File: config.mk
export PLATFORM = sky130hd
export DESIGN_NAME = irq_trigger_ctrl
export DESIGN_NICKNAME = d
export VERILOG_FILES = /design/src/rtl/irq_trig_pkg.sv /design/src/rtl/irq_int_src.sv /design/src/rtl/irq_ext_pin.sv /design/src/rtl/irq_trigger_ctrl.sv
export SDC_FILE = /design/constraint.sdc
export NUM_CORES = 1
export LEC_CHECK = 0
export BUFFER_PORTS_ARGS = -buffer_cell sky130_fd_sc_hd__buf_2
export CORE_ASPECT_RATIO = 1.2
export CORE_UTILIZATION = 55
export CTS_CLUSTER_SIZE = 25
export DETAILED_ROUTE_END_ITERATION = 8
export MAX_ROUTING_LAYER = met4
export PLACE_DENSITY = 0.8
export SYNTH_ARGS = -nofsm -noshare
export SYNTH_HDL_FRONTEND = slang
export SYNTH_SLANG_ARGS = --single-unit
File: constraint.sdc
create_clock -name clk -period 1.8 [get_ports clk]
set_clock_uncertainty 0.05 [all_clocks]
set_input_delay 0.18 -clock clk [delete_from_list [all_inputs] [get_ports clk]]
set_output_delay 0.18 -clock clk [all_outputs]
set_load 0.01 [all_outputs]
File: src/rtl/irq_trig_pkg.sv
`timescale 1ns/1ps
// Package: shared constants for the trigger-programmable interrupt controller.
// Holds the register addresses and the per-pin trigger-mode encoding.
package irq_trig_pkg;

    localparam int TRIG_W = 3;

    localparam logic [1:0] ADDR_ENABLE = 2'd0;
    localparam logic [1:0] ADDR_STATUS = 2'd1;
    localparam logic [1:0] ADDR_TRIG   = 2'd2;

    typedef enum logic [TRIG_W-1:0] {
        TRIG_LVL_LO = 3'd0,
        TRIG_LVL_HI = 3'd1,
        TRIG_RISE   = 3'd2,
        TRIG_FALL   = 3'd3,
        TRIG_BOTH   = 3'd4
    } trig_mode_e;

endpackage

File: src/rtl/irq_int_src.sv
`timescale 1ns/1ps
// Module: irq_int_src
// One on-chip interrupt source. With IS_LEVEL set, the live input goes straight
// to status. Otherwise a rising input sets a pending flag that is cleared by a
// one on clr; a new edge takes priority over clr.
// Assumes: src is synchronous to clk.
module irq_int_src #(
    parameter bit IS_LEVEL = 1'b0
) (
    input  logic clk,
    input  logic rst_n,
    input  logic src,
    input  logic clr,
    output logic status
);

    logic prev_q;
    logic pend_q;
    logic edge_ev;

    // Purpose: keep last cycle's input for edge detection.
    always_ff @(posedge clk) begin
        if (!rst_n) prev_q <= 1'b0;
        else        prev_q <= src;
    end

    // Purpose: form the rising-edge event.
    always_comb begin
        edge_ev = src & ~prev_q;
    end

    // Purpose: pending flag; an edge beats a simultaneous clear.
    always_ff @(posedge clk) begin
        if (!rst_n)        pend_q <= 1'b0;
        else if (IS_LEVEL) pend_q <= 1'b0;
        else               pend_q <= (pend_q & ~clr) | edge_ev;
    end

    generate
        if (IS_LEVEL) begin : g_level
            // Purpose: level source shows live state.
            always_comb status = src;
        end else begin : g_edge
            // Purpose: edge source shows the latched flag.
            always_comb status = pend_q;
        end
    endgenerate

endmodule

File: src/rtl/irq_ext_pin.sv
`timescale 1ns/1ps
// Module: irq_ext_pin
// One external interrupt pin. It synchronises the pin through two flops and
// interprets it according to the 3-bit trigger mode: either a level view or a
// latched edge flag. Codes 5 to 7 disable the pin and drop its flag.
// Assumes: pin is asynchronous; mode and clr are synchronous to clk.
module irq_ext_pin
    import irq_trig_pkg::*;
(
    input  logic              clk,
    input  logic              rst_n,
    input  logic              pin,
    input  logic [TRIG_W-1:0] mode,
    input  logic              clr,
    output logic              status
);

    logic sync1_q, sync2_q, hist_q;
    logic pend_q;
    logic rise, fall, edge_ev, is_edge_mode;

    // Purpose: two-flop synchroniser plus one history flop for edge detection.
    always_ff @(posedge clk) begin
        if (!rst_n) begin
            sync1_q <= 1'b0;
            sync2_q <= 1'b0;
            hist_q  <= 1'b0;
        end else begin
            sync1_q <= pin;
            sync2_q <= sync1_q;
            hist_q  <= sync2_q;
        end
    end

    // Purpose: pick the edge event that the selected mode cares about.
    always_comb begin
        rise = sync2_q & ~hist_q;
        fall = ~sync2_q & hist_q;
        edge_ev = 1'b0;
        is_edge_mode = 1'b0;
        case (mode)
            TRIG_RISE: begin edge_ev = rise;        is_edge_mode = 1'b1; end
            TRIG_FALL: begin edge_ev = fall;        is_edge_mode = 1'b1; end
            TRIG_BOTH: begin edge_ev = rise | fall; is_edge_mode = 1'b1; end
            default:   begin edge_ev = 1'b0;        is_edge_mode = 1'b0; end
        endcase
    end

    // Purpose: pending flag, held only while an edge mode is selected.
    always_ff @(posedge clk) begin
        if (!rst_n)             pend_q <= 1'b0;
        else if (!is_edge_mode) pend_q <= 1'b0;
        else                    pend_q <= (pend_q & ~clr) | edge_ev;
    end

    // Purpose: status view for the selected mode.
    always_comb begin
        case (mode)
            TRIG_LVL_LO: status = ~sync2_q;
            TRIG_LVL_HI: status = sync2_q;
            TRIG_RISE,
            TRIG_FALL,
            TRIG_BOTH:   status = pend_q;
            default:     status = 1'b0;
        endcase
    end

endmodule

File: src/rtl/irq_trigger_ctrl.sv
`timescale 1ns/1ps
// Module: irq_trigger_ctrl (top)
// Interrupt controller with an enable register, a status register (write one
// to clear edge flags) and a trigger-mode register with one field per external
// pin. The combined request is the OR of status AND enable.
// Assumes: N_INT + N_EXT >= 3 * N_EXT, so the data path is wide enough for the
// trigger-mode register; int_src is synchronous to clk.
module irq_trigger_ctrl
    import irq_trig_pkg::*;
#(
    parameter int               N_INT     = 16,
    parameter int               N_EXT     = 4,
    parameter logic [N_INT-1:0] LEVEL_MAP = 16'h003F
) (
    input  logic                   clk,
    input  logic                   rst_n,
    input  logic                   reg_wr,
    input  logic [1:0]             reg_addr,
    input  logic [N_INT+N_EXT-1:0] reg_wdata,
    output logic [N_INT+N_EXT-1:0] reg_rdata,
    input  logic [N_INT-1:0]       int_src,
    input  logic [N_EXT-1:0]       ext_pin,
    output logic                   irq_o
);

    localparam int N_SRC    = N_INT + N_EXT;
    localparam int TRIG_TOT = TRIG_W * N_EXT;

    logic [N_SRC-1:0]    en_q;
    logic [TRIG_TOT-1:0] mode_q;
    logic [N_SRC-1:0]    status;
    logic [N_SRC-1:0]    clr;

    // Purpose: enable register.
    always_ff @(posedge clk) begin
        if (!rst_n)                                  en_q <= '0;
        else if (reg_wr && reg_addr == ADDR_ENABLE)  en_q <= reg_wdata;
    end

    // Purpose: trigger-mode register, one field per external pin.
    always_ff @(posedge clk) begin
        if (!rst_n)                                mode_q <= '0;
        else if (reg_wr && reg_addr == ADDR_TRIG)  mode_q <= reg_wdata[TRIG_TOT-1:0];
    end

    // Purpose: write-one-to-clear mask for the status register.
    always_comb begin
        clr = (reg_wr && reg_addr == ADDR_STATUS) ? reg_wdata : '0;
    end

    generate
        for (genvar i = 0; i < N_INT; i++) begin : g_int
            irq_int_src #(.IS_LEVEL(LEVEL_MAP[i])) u_src (
                .clk    (clk),
                .rst_n  (rst_n),
                .src    (int_src[i]),
                .clr    (clr[i]),
                .status (status[i])
            );
        end
        for (genvar p = 0; p < N_EXT; p++) begin : g_ext
            irq_ext_pin u_pin (
                .clk    (clk),
                .rst_n  (rst_n),
                .pin    (ext_pin[p]),
                .mode   (mode_q[p*TRIG_W +: TRIG_W]),
                .clr    (clr[N_INT+p]),
                .status (status[N_INT+p])
            );
        end
    endgenerate

    // Purpose: combined interrupt request.
    always_comb begin
        irq_o = |(status & en_q);
    end

    // Purpose: combinational register read mux.
    always_comb begin
        reg_rdata = '0;
        case (reg_addr)
            ADDR_ENABLE: reg_rdata = en_q;
            ADDR_STATUS: reg_rdata = status;
            ADDR_TRIG:   reg_rdata[TRIG_TOT-1:0] = mode_q;
            default:     reg_rdata = '0;
        endcase
    end

endmodule

==> impl_results.md <==
* Status: finished, violations left
* Failing checks: negative setup slack
* CTS tree: done
* Sw frac at around a quarter
* Congestion Overflow GR at 0
* Worst Hold Class: input pin to register
* Power density over the cells at 838 nW/um^2
* PortBufs at 65
* Mapped Nets at around 430
* CTS buffer count at 9
* Layout Cells excl Fill at 549
* Antenna Cells at 0
* Wire per inst at around 15 um
* Cell Int Power at 0.00257 W
* Core area at 5670 um^2
* Worst path bufs/invs at 1
* Ports at 66
* First-pass GRT wire length at 12.6 mm
* Hold Crit Depth at 2
* Clock share of power at approximately 40%
* Final setup margin at -87.1 ps
* Max cap viols at 0
* Hold Fails Final Rpt at 0
* Placer Congestion at 0.806
* Worst Path Class, Setup: register to output port
* Total number of vias at 2,917
* Share of cells above drive strength 1 at 26.7%
* Die W at 72.2 um
* Row Count at 30
* Critical R2R Capture: g_ext[2].u_pin.pend_q$_SDFF_PN0_
* Root Buffer: clkbuf_8
* # fillers at 462
* CTS Buffer Depth at 2
* Vias per cell at about 5.3
* Drt first pass iters at 4
* Largest net degree at the start of global routing at between 50 and 60
* Startpoint Class: register
* Starting DRT DRC Count at 186
* Critical Path Max Stage Delay at 330 ps
* #FFs+latches synth at 68
* NumNets Final at 517
* Initial Util at 57.3%
* Antenna violations before repair at 0
* Number of global-route vias before repair at 2,758
* Clock sink count at 68
* Area Growth Syn to Fin at 26.8%
* DRC at 0
* Antenna Violating Nets Remaining at 0
* Leakage at 1.80 nW
* Cell breakdown of the critical path: a22o_1 -> a221oi_2 -> nand4_1 -> a21oi_2 -> o211ai_1 -> buf_2
* Sequential share of power at 47.1%
* Max stage delay cell, worst path: dfxtp_1
* Storage cell area at 1390 um^2
* Peak supply drop at 0.000732 V
* Crit Path Max Fanout at 3
* Syn_area_per_cell at between 8 and 9 um^2
* Post-detail-place hpwl at 5.49 mm
* Multi-input gate area at 1770 um^2
* Hold slack at 13.9 ps
* Final worst-path cycle share at 105%
* Die ar. at 6220 um^2
* Final min period at about 1900 ps
* Die height at 86.2 um
* Crit path max-delay family: compound AO/OA/AOI/OAI gates
* Unique masters post-synth at 33
* Ys Warns at 0
* Worst slew pin tran at 837 ps
* Sequential-to-total area share from yosys stat at 41.9%
* Final setup fails at 2
* Hold_sp: int_src[11]
* WHS Endpoint: g_int[11].u_src.prev_q$_SDFF_PN0_
* RSZ-0062 raised after global routing: yes
* Beginning of the worst register-to-register path: g_ext[2].u_pin.sync2_q$_SDFF_PN0_
* Synth Cell Area at 3250 um^2
* Logic gate share of total power at 13.0%
* Fmax at ~530 MHz
* Crit path required time at 1570 ps
* H-tree depth at 3
* Clock-pin transition on the worst setup and hold timing paths at 80 ps
* Placed Cells at 517
* Fin. max-slew vios at 0
* Rel. slew slack at ~44%
* R2r setup slk at 420 ps
* CP Data Arrival Time at between 1500 and 2000 ps
* Worst reg2reg path depth at 5
* Detailed-route wire length at around 8.0 mm
* Clock Latency Late Sink at 350 ps
* GRT Util Overall at 27.2%
* Psw at 0.000883 W
* Mapped Cells at around 380
* Crit. End Element: output port
[power by group through the flow]
stage                     clock network [W]  logic (W)  registers (W)
after global routing                0.00144   0.000492        0.00163
after CTS                           0.00139   0.000444        0.00162
after detailed placement                  0   0.000407        0.00166
after global placement                    0   0.000397        0.00165
after floorplan                           0   0.000258        0.00164
final                               0.00138   0.000450        0.00162
[cells by family after synthesis]
| group | after synthesis | synth area share [%] |
|---|---|---|
| adders and majority gates | 8 | 3.08 |
| and+or+nand+nor | 160 | 24.3 |
| xor gates and xnor gates | 1 | 0.270 |
| DFF | 68 | 41.9 |
| AOI/OAI and AO/OA | 73 | 15.4 |
| muxes | 32 | 9.86 |
| buffers and inverters | 39 | 5.20 |
[through the flow]
stage	total power [W]	setup WS (ps)	instance area (um^2)	TNS (ps)	utilization [%]
2_1_floorplan	0.00189	296	3250	0	-
3_3_place_gp	0.00205	204	3670	0	64.8
3_5_place_dp	0.00206	168	3670	0	64.8
4_1_cts	0.00345	-53.9	4090	-111	72.1
5_1_grt	0.00357	-196	4120	-326	72.6
6_report	0.00345	-87.1	4120	-113	72.6
[cells in the final DEF, fill, tap and decap left out, types with 16 or more instances in the layout]
master,count
nor2b_1,34
a21boi_0,20
dfxtp_1,55
buf_4,16
and2_1,22
buf_2,65
nand2_1,72
mux2i_1,32
a21oi_1,17
inv_1,18
[per-layer routing]
metal / up-vias / global-route usage [%] / share of wire [%]
met5: - / - / 0
li1: 1440 / - / -
met1: 1382 / 32.0 / 43
met4: 0 / 9.45 / 1.4
met3: 11 / 5.35 / 5.2
met2: 84 / 46.2 / 50
[how the worst max path moves through the flow]
stage	to	depth (start not counted)	from	slack [ps]
after detailed placement	reg_rdata[17]	6	mode_q[5]$_SDFFE_PN0P_	170
after CTS	irq_o	6	en_q[12]$_SDFFE_PN0P_	-50
after floorplan	reg_rdata[17]	6	mode_q[5]$_SDFFE_PN0P_	300
final	irq_o	6	g_int[14].u_src.status$_SDFF_PN0_	-90
after global placement	irq_o	6	mode_q[8]$_SDFFE_PN0P_	200
after global routing	irq_o	6	en_q[13]$_SDFFE_PN0P_	-200
[flip-flops by register name, indices dropped and copies added, names as in the netlist]
signal,cells
g_int.u_src.prev_q,10
g_ext.u_pin.sync1_q,4
g_ext.u_pin.hist_q,4
g_ext.u_pin.sync2_q,4
en_q,20
g_ext.u_pin.pend_q,4
mode_q,12
g_int.u_src.status,10
[synthesized netlist by cell type]
library cell	count	area [um^2]
a211o_1	2	17.5
buf_4	3	22.5
xor2_1	1	8.76
and3_1	1	6.26
nor2_1	12	45.0
a221oi_1	8	70.1
nor2b_2	1	8.76
nand4_1	1	6.26
o211ai_1	1	7.51
and2_4	1	8.76
nor2b_1	35	219
or2_2	1	6.26
a2bb2oi_1	1	8.76
dfxtp_1	68	1360
a21boi_0	20	150
a311oi_2	1	15.0
clkbuf_1	9	33.8
buf_2	9	45.0
ha_1	8	100
inv_1	18	67.6
nor3b_1	4	30.0
and2_1	22	138
o21ai_0	13	65.1
o22a_1	1	8.76
nand2_1	72	270
a21oi_1	18	90.1
mux2i_1	32	320
nand3_1	2	10.0
a22oi_1	1	7.51
nor3_1	8	40.0
a211oi_1	2	15.0
a22o_1	4	35.0
o211a_1	1	10.0
[cell type report]
| class | instances | share of cell area (%) |
|---|---|---|
| clock buffers | 9 | 3.01 |
| well taps | 80 | 2.43 |
| repair buffers | 93 | 14.0 |
| multi-input cells | 274 | 43.1 |
| flip-flops and latches | 68 | 33.6 |
| inverters | 18 | 1.64 |
| clock inverters | 7 | 2.22 |
[repair_timing]
action                                  in CTS  in global routing
pin swaps                                    9                  5
hold buffers                                11                  0
buffers inserted                             4                  1
resized for setup                           20                  7
hold endpoints to repair                    11                  0
endpoints found under the setup margin       5                  4
Note: power is estimated with default switching activity, not from simulation.
